### src/rtl/rx_filt_pkg.sv
// Shared constants and the CRC byte step for the receive address filter.
// Assumes 8-bit bytes and a 6-byte destination address.
package rx_filt_pkg;
    localparam int          ADDR_BYTES = 6;
    localparam int          ADDR_W     = ADDR_BYTES * 8;
    localparam logic [31:0] CRC_POLY   = 32'h04C1_1DB7;
    localparam logic [31:0] CRC_INIT   = 32'hFFFF_FFFF;

    // Advance a left-shifting CRC-32 by one byte, taking the byte LSB first.
    function automatic logic [31:0] crc_step(input logic [31:0] c_in, input logic [7:0] d);
        logic [31:0] c;
        logic        fb;
        c = c_in;
        for (int i = 0; i < 8; i++) begin
            fb = c[31] ^ d[i];
            c  = {c[30:0], 1'b0} ^ (fb ? CRC_POLY : 32'h0);
        end
        return c;
    endfunction
endpackage

### src/rtl/rx_filt_capture.sv
// Collects the destination address bytes of a frame and runs the CRC
// alongside. Raises addr_done for one cycle after the last address byte.
// Assumes rx_sof only accompanies rx_valid.
module rx_filt_capture
    import rx_filt_pkg::*;
#(
    parameter int HASH_BITS = 6
) (
    input  logic                 clk,
    input  logic                 rst_n,
    input  logic                 rx_valid,
    input  logic                 rx_sof,
    input  logic [7:0]           rx_byte,
    output logic [ADDR_W-1:0]    addr_o,
    output logic [HASH_BITS-1:0] hash_idx_o,
    output logic                 addr_done_o
);
    localparam int                CNT_W = $clog2(ADDR_BYTES + 1);
    localparam logic [CNT_W-1:0]  IDLE  = CNT_W'(ADDR_BYTES);
    localparam logic [CNT_W-1:0]  LAST  = CNT_W'(ADDR_BYTES - 1);

    logic [CNT_W-1:0]      cnt_q;
    logic [31:0]           crc_q;
    logic                  done_q;
    logic [ADDR_BYTES-1:0] lane_we;

    // Select the byte lane that the current byte belongs to.
    always_comb begin
        lane_we = '0;
        if (rx_valid) begin
            if (rx_sof)
                lane_we[0] = 1'b1;
            else if (cnt_q < IDLE)
                lane_we[cnt_q] = 1'b1;
        end
    end

    // One register per address byte lane.
    for (genvar g = 0; g < ADDR_BYTES; g++) begin : g_lane
        logic [7:0] lane_q;
        // Hold the byte written into this lane.
        always_ff @(posedge clk) begin
            if (!rst_n)
                lane_q <= '0;
            else if (lane_we[g])
                lane_q <= rx_byte;
        end
        assign addr_o[g*8 +: 8] = lane_q;
    end

    // Byte position, running CRC and completion pulse.
    always_ff @(posedge clk) begin
        if (!rst_n) begin
            cnt_q  <= IDLE;
            crc_q  <= CRC_INIT;
            done_q <= 1'b0;
        end else begin
            done_q <= 1'b0;
            if (rx_valid) begin
                if (rx_sof) begin
                    cnt_q <= CNT_W'(1);
                    crc_q <= crc_step(CRC_INIT, rx_byte);
                end else if (cnt_q < IDLE) begin
                    cnt_q  <= cnt_q + CNT_W'(1);
                    crc_q  <= crc_step(crc_q, rx_byte);
                    done_q <= (cnt_q == LAST);
                end
            end
        end
    end

    assign hash_idx_o  = crc_q[31 -: HASH_BITS];
    assign addr_done_o = done_q;

    p_cnt_range_r11: assert property (@(posedge clk) disable iff (!rst_n)
        cnt_q <= IDLE);
    p_done_src_r2: assert property (@(posedge clk) disable iff (!rst_n)
        done_q |-> ($past(rx_valid) && !$past(rx_sof)));
endmodule

### src/rtl/rx_filt_hash.sv
// Looks up one bin of the group hash table, split over two halves.
// Assumes HASH_BITS >= 1.
module rx_filt_hash #(
    parameter int HASH_BITS = 6,
    localparam int HALF = 1 << (HASH_BITS - 1)
) (
    input  logic [HASH_BITS-1:0] idx_i,
    input  logic [HALF-1:0]      tbl_hi_i,
    input  logic [HALF-1:0]      tbl_lo_i,
    output logic                 hit_o
);
    logic [2*HALF-1:0] table_w;

    // Join the halves, low half holding the lower bins, and pick the bin.
    always_comb begin
        table_w = {tbl_hi_i, tbl_lo_i};
        hit_o   = table_w[idx_i];
    end
endmodule

### src/rtl/rx_filt_decide.sv
// Combines address class, station match, hash hit and mode bits into a
// registered accept decision. Assumes the inputs are stable while addr_done_i is high.
module rx_filt_decide
    import rx_filt_pkg::*;
(
    input  logic              clk,
    input  logic              rst_n,
    input  logic              addr_done_i,
    input  logic [ADDR_W-1:0] addr_i,
    input  logic [ADDR_W-1:0] station_i,
    input  logic              hash_hit_i,
    input  logic              promisc_i,
    input  logic              all_grp_i,
    input  logic              hash_en_i,
    output logic              dec_valid_o,
    output logic              dec_accept_o,
    output logic              dec_mcast_o
);
    logic grp, bcast, match, acc_c;

    // Classify the destination and form the accept term.
    always_comb begin
        grp   = addr_i[0];
        bcast = &addr_i;
        match = (addr_i == station_i);
        acc_c = promisc_i | bcast | (!grp & match) |
                (grp & all_grp_i) | (grp & hash_en_i & hash_hit_i);
    end

    // Register the decision pulse and its flags.
    always_ff @(posedge clk) begin
        if (!rst_n) begin
            dec_valid_o  <= 1'b0;
            dec_accept_o <= 1'b0;
            dec_mcast_o  <= 1'b0;
        end else begin
            dec_valid_o  <= addr_done_i;
            dec_accept_o <= addr_done_i & acc_c;
            dec_mcast_o  <= addr_done_i & acc_c & grp;
        end
    end

    p_valid_pulse_r2: assert property (@(posedge clk) disable iff (!rst_n)
        dec_valid_o |=> !dec_valid_o);
    p_promisc_r5: assert property (@(posedge clk) disable iff (!rst_n)
        (dec_valid_o && $past(promisc_i)) |-> dec_accept_o);
    p_bcast_r6: assert property (@(posedge clk) disable iff (!rst_n)
        (dec_valid_o && $past(&addr_i)) |-> (dec_accept_o && dec_mcast_o));
endmodule

### src/rtl/rx_addr_filter.sv
// Receive destination address filter: captures the first six bytes of a
// frame and reports accept/group flags two cycles after the sixth byte.
// Assumes configuration is held steady around the decision point.
module rx_addr_filter
    import rx_filt_pkg::*;
#(
    parameter int HASH_BITS = 6,
    localparam int HALF = 1 << (HASH_BITS - 1)
) (
    input  logic            clk,
    input  logic            rst_n,
    input  logic            rx_valid,
    input  logic            rx_sof,
    input  logic [7:0]      rx_byte,
    input  logic [15:0]     sta_hi,
    input  logic [31:0]     sta_lo,
    input  logic [HALF-1:0] hash_hi,
    input  logic [HALF-1:0] hash_lo,
    input  logic            mode_promisc,
    input  logic            mode_all_grp,
    input  logic            mode_hash,
    output logic            dec_valid,
    output logic            dec_accept,
    output logic            dec_mcast
);
    logic [ADDR_W-1:0]    addr_w;
    logic [HASH_BITS-1:0] idx_w;
    logic                 done_w;
    logic                 hit_w;

    rx_filt_capture #(.HASH_BITS(HASH_BITS)) u_cap (
        .clk(clk), .rst_n(rst_n), .rx_valid(rx_valid), .rx_sof(rx_sof),
        .rx_byte(rx_byte), .addr_o(addr_w), .hash_idx_o(idx_w),
        .addr_done_o(done_w)
    );

    rx_filt_hash #(.HASH_BITS(HASH_BITS)) u_hash (
        .idx_i(idx_w), .tbl_hi_i(hash_hi), .tbl_lo_i(hash_lo), .hit_o(hit_w)
    );

    rx_filt_decide u_dec (
        .clk(clk), .rst_n(rst_n), .addr_done_i(done_w), .addr_i(addr_w),
        .station_i({sta_hi, sta_lo}), .hash_hit_i(hit_w),
        .promisc_i(mode_promisc), .all_grp_i(mode_all_grp), .hash_en_i(mode_hash),
        .dec_valid_o(dec_valid), .dec_accept_o(dec_accept), .dec_mcast_o(dec_mcast)
    );
endmodule

### config.mk
export PLATFORM = sky130hd
export DESIGN_NAME = rx_addr_filter
export DESIGN_NICKNAME = d
export VERILOG_FILES = /design/src/rtl/rx_filt_pkg.sv /design/src/rtl/rx_filt_capture.sv /design/src/rtl/rx_filt_hash.sv /design/src/rtl/rx_filt_decide.sv /design/src/rtl/rx_addr_filter.sv
export SDC_FILE = /design/constraint.sdc
export NUM_CORES = 1
export LEC_CHECK = 0
export CAP_MARGIN = 20
export CELL_PAD_IN_SITES_DETAIL_PLACEMENT = 1
export CELL_PAD_IN_SITES_GLOBAL_PLACEMENT = 1
export CORE_MARGIN = 1.5
export CORE_UTILIZATION = 35
export DETAILED_ROUTE_END_ITERATION = 8
export PLACE_DENSITY_LB_ADDON = 0.2
export SLEW_MARGIN = 5
export SYNTH_ARGS = -nofsm -noshare
export SYNTH_HDL_FRONTEND = slang
export SYNTH_SLANG_ARGS = --single-unit
### constraint.sdc
create_clock -name clk -period 2 [get_ports clk]
set_clock_uncertainty 0.1 [all_clocks]
set_input_delay 0.2 -clock clk [delete_from_list [all_inputs] [get_ports clk]]
set_output_delay 0.2 -clock clk [all_outputs]
set_load 0.02 [all_outputs]
==> results.cfg <==
[logic_synthesis]
ys_seq_elements = 87
yosysSeqAreaShare_pct = 29.7
synthArstFlopShare_pct = 0
syn_avg_cell_area_um2 = 9.36
synth_area_leaders = dfxtp_1 30%, xnor2_1 18%, mux2i_1 10%, nor2b_1 5.7%, xor2_1 5.4%
syn_area_mm2 = 0.00586
yosysWarnings = 0
synth_fp_nets = 755
synth.top_cell.area_share_pct = 29.7
yosysMostFrequentCell = xnor2_1
synth_common_cells = 120 x xnor2_1, 87 x dfxtp_1, 61 x mux2i_1
synth_edf_count = 0
synth_cell_types = 52
synth_ff_type = dfxtp_1
synth_area_leader_cell = dfxtp_1
syn-instance-count = 626

[critical_path]
r2r_end = u_cap.crc_q[7]$_SDFFE_PN1P_
critical_path_class = in2reg
required_ns = 2.13
path_cells = clkdlybuf4s50_1, xnor2_4, xnor3_2, xor2_2, xor2_1, o21ai_1, xnor2_1, o211ai_1
r2r_setup_slack_ns = -0.11
cp-start-kind = input port
end_kind = flop
cpMaxStageDelayCell = clkdlybuf4s50_1
r2r_cells = 8
crit_fanout = 2
worstPathArrival_ns = 2.26
cpPeakStageDelay_ns = 0.63
r2r-start = u_cap.crc_q[27]$_SDFFE_PN1P_

[routing]
first_pass_iters = 4
drt-total-wl_um = 23200
initialDrtViolationCount = 256
wl_per_cell_um = 21.7
drc_errors = 0
routed_via_density = 5.26
vias = 5620
antenna_left = 0

[sta]
whs_ns = 0.0942
setup_slack_ns = -0.136
hold_viol_final = 0
rsz0062_at_grt = true
fin_crit_sh_pct = 107
worst_pin_slew_ns = 0.569
slew_viol_final = 0
fin_crit_ns = 2.14
max_freq_mhz = 468
max_slew_margin_pct = 62.0
finalSetupViolations = 13

[finish]
n_antenna_cell = 0
fillerInstances = 1810
fin_nets = 973
instances_no_fill = 1069
utilization_pct = 54.1
drive_above_1_share_pct = 22.9
multi_input_area_mm2 = 0.00424
register_area_mm2 = 0.00176
area_growth_pct = 52.2

[placement]
dp_cells = 1037
gp_congestion = 0.888
portBuffers = 129
pre_cts_ws_ns = -0.464
post-dp-hpwl_um = 16800

[global_routing]
track_usage_pct = 25.4
antenna_found_initial = 0
grt_pass1_vias = 6179
grt_max_degree = 35
grt_pass1_wl_um = 34400
overflow = 0

[floorplanning]
fp.dieH_um = 132
rows = 47
pin_count = 130
core_area_mm2 = 0.0165
die_w_um = 132
dieArea_mm2 = 0.0175
initial_core_util_pct = 35.6

[clock_network]
cts_num_sinks = 87
htreeDepth = 3
cts_tree = built
clk_path_buf_depth = 2
hold_buffers = 0
ctsRootBufferMaster = clkbuf_16
cts_buffers = 9
insertion_delay_ns = 0.35
clkSlewWorstSetupHoldPaths_ns = 0.07

[pwr]
p_leak_nw = 3.52
irDropWorstVdd_mv = 0.472
power.density_mw_per_mm2 = 797

[flow_run]
cap_violations = 0

[min_path]
hold_class = in2reg
hold_depth = 2
hold_start = rst_n
holdPathEnd = u_cap.crc_q[22]$_SDFFE_PN1P_

[status]
status = complete, but fails checks
failed_checks = setup timing
## report_power, final
| group | internal, W | total [W] | switching (W) |
|---|---|---|---|
| Sequential | 0.00185 | 0.00197 | 0.000125 |
| Combinational | 0.00182 | 0.00338 | 0.00156 |
| Clock | 0.00101 | 0.00175 | 0.000741 |
## timing repair
action                     CTS  global route
setup endpoints to repair   14            18
pin swaps                   10            19
resized for setup           37            43
setup buffers                5            12
gates cloned                 0             0
## stage by stage
step,area (µm²),setup TNS [ns],total power [W]
2_1_floorplan,5880,-0.0607,0.00360
3_3_place_gp,8100,-6.28,0.00466
3_5_place_dp,8100,-7.94,0.00476
4_1_cts,8600,-0.197,0.00675
5_1_grt,8910,-1.68,0.00740
6_report,8910,-0.885,0.00711
## worst max-delay path: cells and delay by family
kind / cells / cell delay, ns
compound gates: 2 / 0.19
xor+xnor: 5 / 1.24
buf+inv: 1 / 0.63
## worst max path at each step
stage	startpoint	to	slack [ns]	cells after the start
floorplan	u_cap.crc_q[29]$_SDFFE_PN1P_	u_cap.crc_q[7]$_SDFFE_PN1P_	-0.04	8
global placement	rx_byte[0]	u_cap.crc_q[12]$_SDFFE_PN1P_	-0.38	8
detailed placement	rx_byte[4]	u_cap.crc_q[8]$_SDFFE_PN1P_	-0.46	10
CTS	u_cap.crc_q[27]$_SDFFE_PN1P_	u_dec.dec_mcast_o$_SDFF_PN0_	-0.08	8
global route	rx_byte[5]	u_cap.crc_q[7]$_SDFFE_PN1P_	-0.25	8
finish	rx_byte[5]	u_cap.crc_q[7]$_SDFFE_PN1P_	-0.14	8
## sequential cells by signal (all words and copies together) (netlist names)
name	cells
u_dec.dec_accept_o	1
u_cap.cnt_q	3
u_dec.dec_mcast_o	1
u_cap.g_lane.lane_q	48
u_cap.addr_done_o	1
u_cap.crc_q	32
u_dec.dec_valid_o	1
## final cells by class
cell class / instances / share of cell area [%]
Multi-Input combinational cell: 492 / 47.5
Tap cell: 220 / 3.09
Clock inverter: 5 / 0.702
Sequential cell: 87 / 19.7
Inverter: 5 / 0.211
Timing Repair Buffer: 249 / 26.0
Clock buffer: 11 / 2.72
## kinds of logic (layout without fill, tap and decap cells)
| logic type | count (synthesis) | count (layout) | synth area share [%] |
|---|---|---|---|
| DFF | 87 | 87 | 29.7 |
| AOI/OAI and AO/OA | 78 | 78 | 9.01 |
| buffers and inverters | 47 | 270 | 3.40 |
| adders and majority gates | 2 | 2 | 0.427 |
| muxes | 71 | 71 | 14.1 |
| and+or+nand+nor | 174 | 174 | 16.1 |
| xor gates and xnor gates | 167 | 167 | 27.3 |
## layer usage
layer | vias up | part of all wire [%] | GRT usage (%)
li1 | 2601 | - | -
met1 | 2804 | 43 | 31.2
met2 | 171 | 50 | 44.1
met3 | 44 | 4.9 | 4.31
met4 | 0 | 2.6 | 9.95
met5 | - | 0 | 0
## layout by cell type (no fill, tap or decap), drive strengths merged, types with 3 or more instances in the layout
| master | n |
|---|---|
| nand2 | 46 |
| clkbuf | 12 |
| o211ai | 18 |
| mux4 | 9 |
| buf | 121 |
| o21ai | 19 |
| nand3 | 9 |
| dfxtp | 87 |
| a2111oi | 3 |
| a21oi | 12 |
| nand2b | 4 |
| o2111ai | 4 |
| nor4 | 7 |
| nand4 | 25 |
| mux2i | 61 |
| clkdlybuf4s50 | 125 |
| nor3 | 4 |
| xor2 | 39 |
| inv | 7 |
| xnor2 | 127 |
| o21a | 3 |
| a22oi | 6 |
| nor2 | 16 |
| nor2b | 53 |
Power figures use the tool's default switching activity.
